--- src/rtl/wdtp_pkg.sv ---
package wdtp_pkg;

  localparam int REG_W  = 8;
  localparam int SEC_W  = 6;
  localparam int RUN_B  = 7;
  localparam int FLAG_B = 6;

  typedef struct packed {
    logic             run;
    logic             expired;
    logic [SEC_W-1:0] secs;
  } wdt_reg_t;

  // bits needed to hold values 0 .. n-1 (at least one)
  function automatic int cnt_width(input int n);
    return (n < 2) ? 1 : $clog2(n);
  endfunction

endpackage

--- src/rtl/wdtp_tick_gen.sv ---
module wdtp_tick_gen
  import wdtp_pkg::*;
#(
  parameter int CLK_HZ   = 50_000_000,
  parameter int MS_PER_S = 1000
) (
  input  logic clk,
  input  logic rst,
  input  logic sec_restart,
  output logic ms_tick,
  output logic sec_tick
);

  localparam int MS_DIV = (CLK_HZ / 1000 < 1) ? 1 : CLK_HZ / 1000;
  localparam int MW     = cnt_width(MS_DIV);
  localparam int SW     = cnt_width(MS_PER_S);
  localparam logic [MW-1:0] MS_LAST  = MW'(MS_DIV - 1);
  localparam logic [SW-1:0] SEC_LAST = SW'(MS_PER_S - 1);

  logic [MW-1:0] ms_cnt;
  logic [SW-1:0] sec_cnt;

  assign ms_tick  = (ms_cnt == MS_LAST);
  assign sec_tick = ms_tick && (sec_cnt == SEC_LAST);

  // free-running millisecond prescaler
  always_ff @(posedge clk) begin
    if (rst || ms_tick) ms_cnt <= '0;
    else                ms_cnt <= ms_cnt + 1'b1;
  end

  // second phase: counts millisecond ticks, restarted by register writes
  always_ff @(posedge clk) begin
    if (rst || sec_restart) sec_cnt <= '0;
    else if (ms_tick) begin
      if (sec_cnt == SEC_LAST) sec_cnt <= '0;
      else                     sec_cnt <= sec_cnt + 1'b1;
    end
  end

endmodule

--- src/rtl/wdtp_ctrl.sv ---
module wdtp_ctrl
  import wdtp_pkg::*;
(
  input  logic             clk,
  input  logic             rst,
  input  logic             wr_en,
  input  logic [REG_W-1:0] wr_data,
  input  logic             sec_tick,
  output wdt_reg_t         reg_q,
  output logic             fire
);

  wdt_reg_t         wr_view;
  logic [SEC_W-1:0] remain;

  assign wr_view = wdt_reg_t'(wr_data);
  // a write in the same cycle takes priority over expiry
  assign fire = !wr_en && reg_q.run && sec_tick && (remain == '0);

  always_ff @(posedge clk) begin
    if (rst) begin
      reg_q  <= '0;
      remain <= '0;
    end else if (wr_en) begin
      reg_q.run  <= wr_view.run;
      reg_q.secs <= wr_view.secs;
      remain     <= wr_view.secs;
      if (!wr_view.run) reg_q.expired <= 1'b0;
    end else if (reg_q.run && sec_tick) begin
      if (fire) begin
        reg_q.run     <= 1'b0;
        reg_q.expired <= 1'b1;
      end else begin
        remain <= remain - 1'b1;
      end
    end
  end

endmodule

--- src/rtl/wdtp_stretch.sv ---
module wdtp_stretch
  import wdtp_pkg::*;
#(
  parameter int PULSE_MS = 4
) (
  input  logic clk,
  input  logic rst,
  input  logic fire,
  input  logic ms_tick,
  output logic pull_low
);

  localparam int PW = cnt_width(PULSE_MS + 1);
  localparam logic [PW-1:0] LOAD = PW'(PULSE_MS);

  logic [PW-1:0] left;

  always_ff @(posedge clk) begin
    if (rst) begin
      pull_low <= 1'b0;
      left     <= '0;
    end else if (fire) begin
      pull_low <= 1'b1;
      left     <= LOAD;
    end else if (pull_low && ms_tick) begin
      if (left == PW'(1)) begin
        pull_low <= 1'b0;
        left     <= '0;
      end else begin
        left <= left - 1'b1;
      end
    end
  end

endmodule

--- src/rtl/wdtp_watchdog.sv ---
module wdtp_watchdog
  import wdtp_pkg::*;
#(
  parameter int CLK_HZ   = 50_000_000,
  parameter int PULSE_MS = 4,
  parameter int MS_PER_S = 1000
) (
  input  logic       clk,
  input  logic       rst,
  input  logic       wr_en,
  input  logic [7:0] wr_data,
  output logic [7:0] rd_data,
  output logic       rst_pull_low
);

  logic     ms_tick;
  logic     sec_tick;
  logic     fire;
  wdt_reg_t reg_q;

  wdtp_tick_gen #(.CLK_HZ(CLK_HZ), .MS_PER_S(MS_PER_S)) u_ticks (
    .clk(clk), .rst(rst), .sec_restart(wr_en),
    .ms_tick(ms_tick), .sec_tick(sec_tick)
  );

  wdtp_ctrl u_ctrl (
    .clk(clk), .rst(rst), .wr_en(wr_en), .wr_data(wr_data),
    .sec_tick(sec_tick), .reg_q(reg_q), .fire(fire)
  );

  wdtp_stretch #(.PULSE_MS(PULSE_MS)) u_pulse (
    .clk(clk), .rst(rst), .fire(fire), .ms_tick(ms_tick),
    .pull_low(rst_pull_low)
  );

  assign rd_data = reg_q;

endmodule

--- config.mk ---
export PLATFORM = sky130hd
export DESIGN_NAME = wdtp_watchdog
export DESIGN_NICKNAME = d
export VERILOG_FILES = /design/src/rtl/wdtp_pkg.sv /design/src/rtl/wdtp_tick_gen.sv /design/src/rtl/wdtp_ctrl.sv /design/src/rtl/wdtp_stretch.sv /design/src/rtl/wdtp_watchdog.sv
export SDC_FILE = /design/constraint.sdc
export NUM_CORES = 1
export LEC_CHECK = 0
export BUFFER_PORTS_ARGS = -buffer_cell sky130_fd_sc_hd__buf_2
export CORE_MARGIN = 4
export CORE_UTILIZATION = 46
export DETAILED_ROUTE_END_ITERATION = 10
export PLACE_DENSITY = 0.6
export SYNTH_ARGS = -nofsm -noshare
export SYNTH_HDL_FRONTEND = slang
export SYNTH_HIERARCHICAL = 1
export SYNTH_SLANG_ARGS = --single-unit
--- constraint.sdc ---
create_clock -name clk -period 3.4 [get_ports clk]
set_input_delay 0.17 -clock clk [delete_from_list [all_inputs] [get_ports clk]]
set_output_delay 0.17 -clock clk [all_outputs]
set_load 0.02 [all_outputs]
==> results of run 1 <==
-- registers in the layout, indices dropped and copies added (netlist names) --
signal,count
u_ctrl/reg_q,8
u_ticks/sec_cnt,10
u_pulse/pull_low,1
u_ctrl/remain,6
u_ticks/ms_cnt,16
u_pulse/left,3
-- how the worst max path moves through the flow --
stage | from | to | slack [ns] | cells past startpoint
2_1_floorplan | u_ticks/ms_cnt[10] | u_ctrl/remain[3] | 0.52 | 7
3_3_place_gp | u_ticks/ms_cnt[10] | u_ctrl/remain[3] | 0.48 | 7
3_5_place_dp | u_ticks/ms_cnt[10] | u_ctrl/remain[3] | 0.44 | 7
4_1_cts | u_ticks/ms_cnt[10] | u_ctrl/remain[3] | 0.42 | 7
5_1_grt | u_ticks/ms_cnt[10] | u_ctrl/remain[3] | 0.24 | 7
6_report | u_ticks/ms_cnt[10] | u_ctrl/remain[3] | 0.44 | 7
-- placed cells by master, fill, tap and decap left out, types with 8 or more instances in the layout --
master / n
nor2_1: 28
nand4_1: 8
a21oi_1: 22
o21ai_0: 9
nand2_1: 20
xnor2_1: 10
inv_1: 14
dfxtp_1: 44
or3_1: 8
buf_2: 18
or4_1: 8
nand3_1: 11
-- final cells by class --
type / instances / area [sq um] / share of cell area, %
Multi-Input combinational cell: 184 / 1140 / 48.2
Timing Repair Buffer: 21 / 113 / 4.77
Tap cell: 52 / 65.1 / 2.76
Clock buffer: 5 / 68.8 / 2.92
Sequential cell: 44 / 881 / 37.3
Clock inverter: 3 / 42.5 / 1.80
Inverter: 14 / 52.6 / 2.23
-- through the flow --
stage               hold WS [ns]  power [mW]
floorplan                  0.235       0.600
global placement           0.421       0.624
detailed placement         0.428       0.624
CTS                        0.107        1.03
global route               0.124        1.06
finish                     0.118        1.01
-- critical path, stage by stage (launching register included) --
cell and delay (ns):
dfxtp_1 0.36, or4b_4 0.57, or4_1 0.64, nor3_1 0.25, nand2_1 0.10, or4_1 0.43
or3_1 0.33, a221oi_2 0.21
-- cell families (layout without fill, tap and decap cells) --
kind of cell / after synthesis / count (layout) / synth area share [%]
compound gates: 48 / 48 / 14.4
xor+xnor: 13 / 13 / 5.44
fa+ha+maj: 6 / 6 / 3.58
buf+inv: 20 / 43 / 3.70
flops: 44 / 44 / 42.1
mux: 5 / 5 / 2.39
simple gates: 112 / 112 / 28.4
-- where the power goes --
part / leakage [nW] / total [mW] / switching (mW) / internal [mW]
Clock: 0.0541 / 0.397 / 0.180 / 0.217
Combinational: 0.420 / 0.0717 / 0.0438 / 0.0278
Sequential: 0.358 / 0.540 / 0.0116 / 0.528
-- routing by layer --
| metal | vias to the layer above | wire (microns) |
|---|---|---|
| met3 | 6 | 114 |
| met5 | - | 0 |
| li1 | 941 | - |
| met2 | 15 | 1890 |
| met1 | 812 | 2140 |
| met4 | 0 | 63 |
==> flow_summary.ini, run 1 <==
[cts]
cts_tree = built
cts-resized-gates = 0
clkSlewWorstSetupHoldPaths_ns = 0.09
cts_root_buffer = clkbuf_8
clock_latency_ns = 0.30
post_cts.repair.setup_buffers = 0
cts_sinks = 44
clk_path_buf_depth = 2
numCtsBuffers = 5
htree_levels = 2
holdBufCountCts = 0

[timing]
max_slew_margin_pct = 60.7
worst_pin_slew_ns = 0.584
finalHoldViolCount = 0
slew_viol_final = 0
finalCritPeriodShare_pct = 87.2
rsz0062_at_grt = false
fin_skew_ns = 0.00911
min_period_ns = 2.96
max_clock_freq_mhz = 337
setup_slack_ns = 0.435
setup_viol = 0
fin_setup_tns_ns = 0

[setup_path]
worst_ep_arrival_time_ns = 3.18
r2r_cells = 7
startpoint_type = register
r2r_setup_slack_ns = 0.44
critPathRequiredTime_ns = 3.62
r2r_start = u_ticks/ms_cnt[10]
criticalPathCategory = register to register
cp_max_fo = 6
end_kind = register
timing.rr.end = u_ctrl/remain[3]

[placed_design]
dpl.hpwl_mm = 2.97
io_buffers = 18
place_area_sq_um = 2250
gp_congestion = 0.763
dpl.cell_count = 315
detailedPlace.worstSlack_ns = 0.439

[hold_path]
min_path_cells = 3
hp-class = input pin to register
holdPathEnd = u_ctrl/reg_q[3]
hp-start = wr_data[3]

[logic_synthesis]
avgSynthCellArea_sq_um = 8.45
synth.largest_area_cell = dfxtp_1
synth_area_sq_um = 2090
syn_nets = 265
async_flop_share_pct = 0
synth_cells = 248
yosysWarnings = 6
synth.distinct_cells = 40
synth_area_leaders = dfxtp_1, a21oi_1, nor2_1
synth-main-ff-cell = dfxtp_1
synth.most_common_cell = dfxtp_1
synth_edf_count = 0
synth_commonest_cells = dfxtp_1, nor2_1, a21oi_1
synth-seq-cells = 44
ys_seq_area_share_pct = 42.1
yosysTopAreaCellShare_pct = 42.1

[routing]
drt-pass1-iter-count = 4
wire_per_inst_microns = 13.0
ant_nets = 0
vias = 1774
via_per_inst = 5.49
first_iter_violations = 81
drc = 0
wl_mm = 4.21

[run]
cap_violations = 0

[layout]
fin_util_pct = 53.8
drive_gt1_share_pct = 13.7
finalInstanceArea_sq_um = 2360
nets = 287
fill_cells = 424
final_cells = 323
area_growth_pct = 12.6
antenna_cells = 0

[global_routing]
met2_usage_pct = 25.7
grt_use_met1_pct = 22.0
global_route.usage.met3_pct = 4.35
grt_usage_pct = 16.5
grt.busiest_layer = met2
grt_first_pass_wirelength_mm = 7.27
grt_pass1_vias = 1585
antenna_found_initial = 0
grt.overflow.total = 0
grt_max_degree = 23

[power]
ir_worst_vdd_mv = 0.207
powerDensity_nw_per_um2 = 428
leakage_nw = 0.832

[floorplanning]
die_h_microns = 75.5
io_pins = 20
die_x_microns = 75.5
core_area_sq_um = 4380
die_area_sq_um = 5700
std_cell_rows = 24
start_util_pct = 47.8

[outcome]
status = complete, no violations
(Power assumes the default switching activity.)
==> run 2, diff against run 1 <==
Settings changed: CORE_UTILIZATION 46 to 45, PLACE_DENSITY 0.6 to 0.59.
==> flow_summary.ini, run 2 (synthesized netlist as in run 1, its figures left out) <==
[cts]
clock_latency_ns = 0.29
post_cts.repair.setup_buffers = 0
holdBufCountCts = 0
htree_levels = 2
cts_sinks = 44
cts_tree = built
cts_root_buffer = clkbuf_8
clk_path_buf_depth = 2
clkSlewWorstSetupHoldPaths_ns = 0.08
numCtsBuffers = 5
cts-resized-gates = 0

[routing]
drt-pass1-iter-count = 4
via_per_inst = 5.57
ant_nets = 0
wire_per_inst_microns = 13.2
drc = 0
first_iter_violations = 113
vias = 1798
wl_mm = 4.25

[layout]
fin_util_pct = 53.0
final_common_cell = dfxtp_1
nets = 287
antenna_cells = 0
final_cell_mix = dfxtp_1, nor2_1, a21oi_1
drive_gt1_share_pct = 13.3
largest_register = u_ticks/ms_cnt
largest_register_ffs = 16
top_regs = u_ticks/ms_cnt (16), u_ticks/sec_cnt (10), u_ctrl/reg_q (8)
area_growth_pct = 12.4
finalInstanceArea_sq_um = 2350
final_cells = 323

[setup_path]
criticalPathCategory = register to register
crit_slowest_cell = or4_1
critPathTopFamily = simple AND/OR/NAND/NOR gates
cp_max_fo = 6
crit_path_start = u_ticks/ms_cnt[10]
cpMostUsedCell = or4_1
slowest_delay_ns = 0.65
critical_path.cell_chain = or4b_4 > or4_1 > nor3_1 > nand2_1 > or4_1 > or3_1 > a221oi_2
r2r_start = u_ticks/ms_cnt[10]
crit_buf_inv = 0
startpoint_type = register
critPathRequiredTime_ns = 3.61
end_kind = register
worst_ep_arrival_time_ns = 3.26

[global_routing]
grt_pass1_vias = 1599
grt_first_pass_wirelength_mm = 7.20
grt_usage_pct = 14.8
grt_max_degree = 23
antenna_found_initial = 0
grt.overflow.total = 0

[outcome]
status = complete, no violations

[power]
powerDensity_nw_per_um2 = 427
ir_worst_vdd_mv = 0.274
totalPowerFinal_mw = 1.01
leakage_nw = 0.833

[placed_design]
dpl.cell_count = 315
dpl.hpwl_mm = 2.95
io_buffers = 18
detailedPlace.worstSlack_ns = 0.401
gp_congestion = 0.813
place_area_sq_um = 2250

[timing]
min_period_ns = 3.05
slew_viol_final = 0
finalCritPeriodShare_pct = 89.8
fin_skew_ns = 0.00280
finalHoldViolCount = 0
rsz0062_at_grt = false
max_slew_margin_pct = 58.8
setup_viol = 0
hold_slack_ns = 0.131
fin_setup_tns_ns = 0
setup_slack_ns = 0.348
worst_pin_slew_ns = 0.613
max_clock_freq_mhz = 328

[run]
cap_violations = 0

[hold_path]
hp-start = wr_data[2]
hp-class = input pin to register

[floorplanning]
io_pins = 20
die_h_microns = 76.2
die_x_microns = 76.2
die_area_sq_um = 5810
core_area_sq_um = 4440
std_cell_rows = 24
start_util_pct = 47.1
==> run 2: routing by layer <==
| layer | wire (microns) | up-vias | share of wire (%) | GRT usage (%) |
|---|---|---|---|---|
| met5 | 0 | - | 0 | 0 |
| met4 | 26 | 0 | 0.61 | 4.35 |
| met3 | 150 | 2 | 3.5 | 4.02 |
| met2 | 1970 | 22 | 46 | 23.9 |
| met1 | 2100 | 835 | 49 | 19.4 |
| li1 | - | 939 | - | - |
==> run 2: report_power, final <==
part | switching [mW] | internal, mW
combinational | 0.0450 | 0.0282
sequential | 0.0116 | 0.528
clock | 0.175 | 0.218
total | 0.232 | 0.774
==> run 2: final timing paths <==
check                                   endpoint  slack, ns  cells past startpoint
worst min register to register   u_ctrl/reg_q[1]       0.47                      2
worst max register to register  u_ctrl/remain[3]       0.35                      7
worst max-delay path            u_ctrl/remain[3]       0.35                      7
worst min-delay path             u_ctrl/reg_q[2]       0.13                      3
==> run 2: tightest hold or removal path, cell delays in order <==
cell     delay [ns]
buf_2          0.08
mux2i_1        0.06
nor2_1         0.07
==> run 2: layout make-up <==
| cell class | instances | area (sq um) |
|---|---|---|
| clock buffer | 6 | 72.6 |
| multi-input combinational | 184 | 1140 |
| sequential | 44 | 881 |
| fill | 453 | 2090 |
| clock inverter | 2 | 35.0 |
| timing repair buffer | 21 | 113 |
| inverter | 14 | 52.6 |
| tap | 52 | 65.1 |
==> run 3, diff against run 2 <==
Settings changed: ABC_AREA set to 1.
==> flow_summary.ini, run 3 <==
[setup_path]
r2r_cells = 12
crit_buf_inv = 2
slowest_delay_ns = 0.36
end_kind = register
startpoint_type = register
cp_max_fo = 5
critPathTopFamily = simple AND/OR/NAND/NOR gates
r2r_start = u_ticks/ms_cnt[5]
criticalPathCategory = register to register
r2r_setup_slack_ns = 1.41
timing.rr.end = u_pulse/left[0]
crit_slowest_cell = dfxtp_1
worst_ep_arrival_time_ns = 2.19
cpMostUsedCell = nor2_1
critPathRequiredTime_ns = 3.60
critical_path.cell_chain = inv_1 > nand2_1 > nor2_1 > nand4_1 > nor2_1 > nand2_1 > inv_2 > nand2_1 > nor2_1 > nor2_1 > o21ai_1 > nor2_1

[global_routing]
grt_max_degree = 17
grt_pass1_vias = 1990
grt.overflow.total = 0
antenna_found_initial = 0
grt_usage_pct = 16.9
grt_first_pass_wirelength_mm = 8.91

[floorplanning]
start_util_pct = 47.3
std_cell_rows = 26
die_x_microns = 81.7
die_h_microns = 81.7
core_area_sq_um = 5170
io_pins = 20
die_area_sq_um = 6680

[logic_synthesis]
synth_edf_count = 0
synth.distinct_cells = 30
synth-seq-cells = 44
synth-main-ff-cell = dfxtp_1
yosysWarnings = 6
synth_area_leaders = dfxtp_1, nand2_1, nor2_1
ys_seq_area_share_pct = 36.0
synth_area_sq_um = 2440
synth_cells = 367
synth_commonest_cells = nand2_1, nor2_1, dfxtp_1
syn_nets = 384
synth.most_common_cell = nand2_1
avgSynthCellArea_sq_um = 6.66
synth.largest_area_cell = dfxtp_1
async_flop_share_pct = 0
yosysTopAreaCellShare_pct = 36.0

[cts]
cts_root_buffer = clkbuf_8
clkSlewWorstSetupHoldPaths_ns = 0.09
htree_levels = 2
cts_tree = built
cts_sinks = 44
post_cts.repair.setup_buffers = 0
numCtsBuffers = 5
clk_path_buf_depth = 2
clock_latency_ns = 0.30
holdBufCountCts = 0
cts-resized-gates = 0

[placed_design]
dpl.cell_count = 448
io_buffers = 18
dpl.hpwl_mm = 3.82
gp_congestion = 0.806

[routing]
via_per_inst = 4.85
first_iter_violations = 84
ant_nets = 0
wl_mm = 5.06
drc = 0
wire_per_inst_microns = 11.1
vias = 2212
drt-pass1-iter-count = 4

[layout]
top_regs = u_ticks/ms_cnt (16), u_ticks/sec_cnt (10), u_ctrl/reg_q (8)
multi_input_area_sq_um = 1340
area_growth_pct = 10.5
final_cell_mix = nand2_1, nor2_1, dfxtp_1
regArea_sq_um = 881
drive_gt1_share_pct = 14.8
largest_register_ffs = 16
final_cells = 456
final_common_cell = nand2_1
nets = 402
largest_register = u_ticks/ms_cnt
antenna_cells = 0
fill_cells = 549

[timing]
fin_skew_ns = 0.00732
finalCritPeriodShare_pct = 58.5
min_period_ns = 1.99
finalHoldViolCount = 0
fin_setup_tns_ns = 0
slew_viol_final = 0
max_slew_margin_pct = 60.4
rsz0062_at_grt = false
worst_pin_slew_ns = 0.594
setup_viol = 0
max_clock_freq_mhz = 503

[power]
swShare_pct = 23.8
powerDensity_nw_per_um2 = 389
leakage_nw = 1.05
switchingPower_mw = 0.249
p_comb_share_pct = 8.7
power.share.sequential_pct = 51.2
ir_worst_vdd_mv = 0.194
pwr-share-clk_pct = 40.2
internal-power_mw = 0.800

[hold_path]
holdPathEnd = u_ctrl/reg_q[5]
min_path_cells = 3
hp-class = input pin to register
hp-start = wr_data[5]

[outcome]
status = complete, no violations

[run]
cap_violations = 0
==> run 3: routing by layer <==
metal | track usage (%) | wire, microns | up-vias
li1 | - | - | 1212
met1 | 24.2 | 2770 | 973
met2 | 25.6 | 2120 | 22
met3 | 3.62 | 121 | 5
met4 | 4.49 | 54 | 0
met5 | 0 | 0 | -
==> run 3: power by group through the flow <==
stage	Combinational (mW)	Sequential, mW	Clock (mW)
2_1_floorplan	0.0654	0.553	0
3_3_place_gp	0.0908	0.549	0
3_5_place_dp	0.0918	0.549	0
4_1_cts	0.0921	0.537	0.438
5_1_grt	0.106	0.539	0.461
6_report	0.0909	0.537	0.422
==> run 3: layout make-up <==
type,count,share of cell area [%]
clock buffers,6,3.06
clock inverters,2,1.44
inverters,47,6.62
multi-input cells,269,49.7
flip-flops and latches,44,32.6
well taps,70,3.24
repair buffers,18,3.33
==> run 3: worst min-delay path, stage by stage <==
cell     delay, ns
buf_2         0.09
nand2_1       0.06
a21oi_1       0.06
==> run 3: kinds of logic (layout without fill, tap and decap cells) <==
| family | after synthesis | in the layout | share of synthesized area (%) |
|---|---|---|---|
| DFF | 44 | 44 | 36.0 |
| xor gates and xnor gates | 7 | 7 | 2.51 |
| and+or+nand+nor | 210 | 210 | 39.0 |
| adders and majority gates | 6 | 6 | 3.07 |
| AOI/OAI and AO/OA | 46 | 46 | 10.3 |
| buffers and inverters | 54 | 73 | 9.06 |
==> run 3: how the worst max path moves through the flow <==
stage                      start                to  depth (start not counted)
2_1_floorplan  u_ticks/ms_cnt[0]  u_ctrl/remain[4]                         12
3_3_place_gp   u_ticks/ms_cnt[6]  u_ctrl/remain[4]                         11
3_5_place_dp   u_ticks/ms_cnt[6]   u_pulse/left[0]                         11
4_1_cts        u_ticks/ms_cnt[6]   u_pulse/left[0]                         11
5_1_grt        u_ticks/ms_cnt[6]  u_ctrl/remain[4]                         11
6_report       u_ticks/ms_cnt[5]   u_pulse/left[0]                         12
==> run 3: per-stage QoR <==
step | hold slack [ns] | setup WS [ns] | area (sq um) | util, % | total power, mW
after floorplan | 0.239 | 1.66 | 2440 | - | 0.619
after CTS | 0.127 | 1.39 | 2700 | 52.2 | 1.07
after global placement | 0.432 | 1.43 | 2580 | 49.9 | 0.639
final | 0.138 | 1.41 | 2700 | 52.2 | 1.05
after detailed placement | 0.443 | 1.40 | 2580 | 49.9 | 0.641
after global routing | 0.152 | 1.21 | 2700 | 52.2 | 1.11
